[src/rtl/dri_pkg.sv]
package dri_pkg;
  localparam int DRI_DW = 16;
  localparam int DRI_CW = 16;
  localparam int DRI_CF = 14;
endpackage

[src/rtl/dri_seq.sv]
module dri_seq #(
  parameter int DW = dri_pkg::DRI_DW
) (
  input  logic                 clk_i,
  input  logic                 rst_ni,
  input  logic                 in_valid_i,
  input  logic signed [DW-1:0] in_data_i,
  input  logic                 zero_mode_i,
  output logic                 step_o,
  output logic signed [DW-1:0] x_o,
  output logic                 pend_o,
  output logic                 accept_o,
  output logic                 overrun_o
);
  logic                 pend_q, mode_q, ovr_q;
  logic signed [DW-1:0] x_q;

  assign accept_o  = in_valid_i & ~pend_q;
  assign step_o    = accept_o | pend_q;
  assign pend_o    = pend_q;
  assign overrun_o = ovr_q;
  // pass one takes the live sample, pass two the held or zero value
  assign x_o = pend_q ? (mode_q ? '0 : x_q) : in_data_i;

  always_ff @(posedge clk_i or negedge rst_ni) begin
    if (!rst_ni) begin
      pend_q <= 1'b0;
      mode_q <= 1'b0;
      x_q    <= '0;
      ovr_q  <= 1'b0;
    end else begin
      if (accept_o) begin
        pend_q <= 1'b1;
        mode_q <= zero_mode_i;
        x_q    <= in_data_i;
      end else if (pend_q) begin
        pend_q <= 1'b0;
      end
      if (in_valid_i && pend_q) ovr_q <= 1'b1;
    end
  end
endmodule

[src/rtl/dri_sos.sv]
module dri_sos #(
  parameter int DW = dri_pkg::DRI_DW,
  parameter int CW = dri_pkg::DRI_CW,
  parameter int CF = dri_pkg::DRI_CF,
  parameter int B0 = 4096,
  parameter int B1 = 8192,
  parameter int B2 = 4096,
  parameter int A1 = -8192,
  parameter int A2 = 2048
) (
  input  logic                 clk_i,
  input  logic                 rst_ni,
  input  logic                 step_i,
  input  logic signed [DW-1:0] x_i,
  output logic signed [DW-1:0] y_o
);
  localparam int PW = DW + CW;
  localparam int AW = PW + 3;
  localparam int NT = 5;
  localparam logic [CW-1:0] B0C = CW'(B0);
  localparam logic [CW-1:0] B1C = CW'(B1);
  localparam logic [CW-1:0] B2C = CW'(B2);
  localparam logic [CW-1:0] A1C = CW'(A1);
  localparam logic [CW-1:0] A2C = CW'(A2);
  localparam logic signed [DW-1:0] YMAX = {1'b0, {(DW-1){1'b1}}};
  localparam logic signed [DW-1:0] YMIN = {1'b1, {(DW-1){1'b0}}};

  logic signed [DW-1:0] x1_q, x2_q, y1_q, y2_q;
  logic [DW-1:0] opd [NT];
  logic [CW-1:0] cof [NT];
  logic signed [AW-1:0] term [NT];
  logic signed [AW-1:0] acc, sh;
  logic signed [DW-1:0] y_sat;

  assign opd[0] = x_i;  assign cof[0] = B0C;
  assign opd[1] = x1_q; assign cof[1] = B1C;
  assign opd[2] = x2_q; assign cof[2] = B2C;
  assign opd[3] = y1_q; assign cof[3] = A1C;
  assign opd[4] = y2_q; assign cof[4] = A2C;

  for (genvar i = 0; i < NT; i++) begin : g_mul
    logic [PW-1:0] prod;
    assign prod    = {{CW{opd[i][DW-1]}}, opd[i]} * {{DW{cof[i][CW-1]}}, cof[i]};
    assign term[i] = {{(AW-PW){prod[PW-1]}}, prod};
  end

  assign acc = term[0] + term[1] + term[2] - term[3] - term[4];
  assign sh  = acc >>> CF;

  always_comb begin
    if (sh[AW-1:DW-1] != {(AW-DW+1){sh[AW-1]}}) y_sat = sh[AW-1] ? YMIN : YMAX;
    else                                         y_sat = sh[DW-1:0];
  end

  always_ff @(posedge clk_i or negedge rst_ni) begin
    if (!rst_ni) begin
      x1_q <= '0; x2_q <= '0; y1_q <= '0; y2_q <= '0;
    end else if (step_i) begin
      x2_q <= x1_q;
      x1_q <= x_i;
      y2_q <= y1_q;
      y1_q <= y_sat;
    end
  end

  assign y_o = y1_q;
endmodule

[src/rtl/dbl_rate_interp.sv]
module dbl_rate_interp #(
  parameter int DW = dri_pkg::DRI_DW,
  parameter int CW = dri_pkg::DRI_CW,
  parameter int CF = dri_pkg::DRI_CF,
  parameter int B0 = 4096,
  parameter int B1 = 8192,
  parameter int B2 = 4096,
  parameter int A1 = -8192,
  parameter int A2 = 2048
) (
  input  logic                 clk_i,
  input  logic                 rst_ni,
  input  logic                 in_valid_i,
  input  logic signed [DW-1:0] in_data_i,
  input  logic                 zero_mode_i,
  output logic                 out_valid_o,
  output logic signed [DW-1:0] out_data_o,
  output logic                 overrun_o
);
  logic                 step, pend, accept;
  logic signed [DW-1:0] x_pass;
  logic                 ovalid_q;

  dri_seq #(.DW(DW)) u_seq (
    .clk_i, .rst_ni, .in_valid_i, .in_data_i, .zero_mode_i,
    .step_o(step), .x_o(x_pass), .pend_o(pend), .accept_o(accept),
    .overrun_o(overrun_o)
  );

  dri_sos #(
    .DW(DW), .CW(CW), .CF(CF),
    .B0(B0), .B1(B1), .B2(B2), .A1(A1), .A2(A2)
  ) u_sos (
    .clk_i, .rst_ni, .step_i(step), .x_i(x_pass), .y_o(out_data_o)
  );

  always_ff @(posedge clk_i or negedge rst_ni) begin
    if (!rst_ni) ovalid_q <= 1'b0;
    else         ovalid_q <= step;
  end
  assign out_valid_o = ovalid_q;
endmodule

[config.mk]
export PLATFORM = sky130hd
export DESIGN_NAME = dbl_rate_interp
export DESIGN_NICKNAME = d
export VERILOG_FILES = /design/src/rtl/dri_pkg.sv /design/src/rtl/dri_seq.sv /design/src/rtl/dri_sos.sv /design/src/rtl/dbl_rate_interp.sv
export SDC_FILE = /design/constraint.sdc
export NUM_CORES = 1
export LEC_CHECK = 0
export ABC_AREA = 0
export BUFFER_PORTS_ARGS = -buffer_cell sky130_fd_sc_hd__buf_2
export CELL_PAD_IN_SITES_DETAIL_PLACEMENT = 0
export CELL_PAD_IN_SITES_GLOBAL_PLACEMENT = 1
export CORE_ASPECT_RATIO = 0.9
export CORE_UTILIZATION = 41
export DETAILED_ROUTE_END_ITERATION = 7
export HOLD_SLACK_MARGIN = 0.08
export PLACE_DENSITY_LB_ADDON = 0.1
export SYNTH_ARGS = -nofsm -noshare
export SYNTH_HDL_FRONTEND = slang
export SYNTH_HIERARCHICAL = 1
export SYNTH_SLANG_ARGS = --single-unit
[constraint.sdc]
create_clock -name clk_i -period 11.7 [get_ports clk_i]
set_clock_uncertainty 0.1 [all_clocks]
set_input_delay 0 -clock clk_i [delete_from_list [all_inputs] [get_ports clk_i]]
set_output_delay 0 -clock clk_i [all_outputs]
set_load 0.03 [all_outputs]
==> results.json <==
{
  "clk_pin_slew_ns": 0.07,
  "antenna_found_initial": 0,
  "ys_top_cells_by_count": "inv_1, fa_1, dfrtp_1",
  "final_hold_viol_count": 0,
  "setup_tns_ns": 0,
  "grt-ovfl-total": 0,
  "cp-end-kind": "flop",
  "ys_top_cells_by_area": "fa_1, dfrtp_1, ha_1",
  "drc_errors": 0,
  "path_buf_inv": 6,
  "core_area_um2": 22600,
  "cts-htree-levels": 3,
  "cts_tree": "yes",
  "postCtsResizedCells": 0,
  "clock_sink_count": 84,
  "totalWireLength_um": 22400,
  "synth_fp_nets": 1129,
  "io_pins": 38,
  "crit_arrival_ns": 9.66,
  "die-area_um2": 23800,
  "start_kind": "flop",
  "slew-limit-headroom_pct": 18.9,
  "synth_seq_area_share_pct": 22.1,
  "start_util_pct": 42.1,
  "slowest_delay_ns": 0.65,
  "synth-seq-cells": 84,
  "rows": 52,
  "cp_slowest_cell": "fa_1",
  "max_freq_mhz": 105,
  "areaGrowthSynthToFinish_pct": 10.4,
  "yosysMostFrequentCell": "inv_1",
  "grt_start_max_net_pins": 56,
  "die_h_um": 146,
  "place_hpwl_um": 18600,
  "io_buffer_count": 37,
  "worst_ep_required_time_ns": 11.87,
  "synth-main-ff-cell": "dfrtp_1",
  "layout-drive-gt1-share_pct": 14.3,
  "grt_util_all_layers_pct": 20.8,
  "period_share_pct": 81.1,
  "grt_pass1_wl_um": 37400,
  "clk_latency_ns": 0.34,
  "place.gp.congestion": 0.864,
  "vias_per_cell": 5.00,
  "cts_buffers": 9,
  "worstSetupPathType": "reg2reg",
  "layout.nets": 1180,
  "worstHoldPathType": "in2reg",
  "synth_edf_count": 0,
  "async_reset_ff_share_pct": 100,
  "diodes": 0,
  "cts_root_buf": "clkbuf_16",
  "fin_crit_ns": 9.48,
  "setup_viol": 0,
  "nFillCells": 2149,
  "firstDrtPassIters": 5,
  "path_max_fanout": 15,
  "ys_types": 58,
  "cts_hold_buf": 21,
  "grt_pass1_vias": 6738,
  "path_delay_family": "adder cells",
  "drv_cap": 0,
  "status": "completed",
  "drt_iter0_markers": 252,
  "cpMostUsedCell": "fa_1",
  "synth_top_area_share_pct": 30.8,
  "ys.warnings.count": 6,
  "syn_inst": 885,
  "clockBufferDepth": 2,
  "fin_util_pct": 46.4,
  "post-cts-setup-buffers": 0,
  "rsz0062_at_grt": "no",
  "syn_area_per_cell_um2": 10.7,
  "final_max_slew_viol_count": 0,
  "yosys.area.top_type": "fa_1",
  "max_slew.worst_pin.slew_ns": 1.21,
  "synth_area_um2": 9500,
  "vias": 6192,
  "ant_nets": 0,
  "avgRoutedWirePerCell_um": 18.1,
  "die-width_um": 162
}
area by class of cell:
class	instances	area [um^2]	area share, %
repair buffers	60	423	4.03
flip-flops and latches	84	2100	20.0
multi-input cells	546	6410	61.1
clock buffers	9	225	2.15
well taps	297	372	3.54
inverters	235	882	8.41
clock inverters	7	75.1	0.716
worst reg2reg max path, delay by kind of cell (launching register included):
family | cells | cell delay [ns]
fa+ha+maj | 11 | 4.96
compound gates | 11 | 2.66
flops | 1 | 0.56
simple gates | 3 | 0.46
buf+inv | 6 | 0.37
xor+xnor | 1 | 0.30
final timing paths:
kind,from,endpoint,slack (ns),cells after the start
min in group asynchronous,rst_ni,u_seq/x_q[4]$_DFFE_PN0P_,0.59,4
max in group asynchronous,rst_ni,u_sos/x1_q[10]$_DFFE_PN0P_,10.18,4
max,u_sos/y_o[3]$_DFFE_PN0P_,u_sos/y_o[2]$_DFFE_PN0P_,2.22,32
min,zero_mode_i,u_seq/mode_q$_DFFE_PN0P_,0.32,3
max reg2reg,u_sos/y_o[3]$_DFFE_PN0P_,u_sos/y_o[2]$_DFFE_PN0P_,2.22,32
min reg2reg,u_seq/overrun_o$_DFFE_PN0P_,u_seq/overrun_o$_DFFE_PN0P_,0.38,1
registers in the layout (all words and copies together), names as in the netlist:
signal and flops:
u_sos/x2_q 16, u_sos/y_o 16, out_valid_o 1, u_sos/x1_q 16, u_sos/y2_q 16, u_seq/overrun_o 1
u_seq/x_q 16, u_seq/pend_o 1, u_seq/mode_q 1
layer usage:
metal,vias up,GRT usage (%),share of wire [%]
li1,2909,-,-
met1,3173,30.7,49
met2,94,31.7,44
met3,16,4.49,4.9
met4,0,3.63,1.2
met5,-,0,0
metrics by stage:
step	hold WS, ns	cell area [um^2]	setup WS [ns]	instances
finish	0.322	10500	2.22	1238
floorplan	-0.396	9500	3.15	885
detailed placement	-0.141	9960	2.35	1201
global placement	-0.152	9960	2.38	1201
CTS	0.309	10500	2.29	1238
global route	0.315	10500	1.60	1238
kinds of logic after synthesis:
logic type | share of synthesized area, %
buf+inv | 10.4
compound gates | 10.8
fa+ha+maj | 41.0
simple gates | 4.40
flops | 22.1
mux | 6.51
xor+xnor | 4.70
placed cells by master (no fill, tap or decap), drive strengths merged, types with 16 or more instances in the layout:
cell and n:
a21oi 20, buf 40, dfrtp 84, dlygate4sd3 20, fa 146, ha 78, inv 237, mux2 51
nand2 22, nor2 20, o21ai 32, o221a 16, xnor2 36
Power is left out: the tool's default activity adds up to more than one toggle a clock period on the data nets, which glitch-free logic cannot reach.
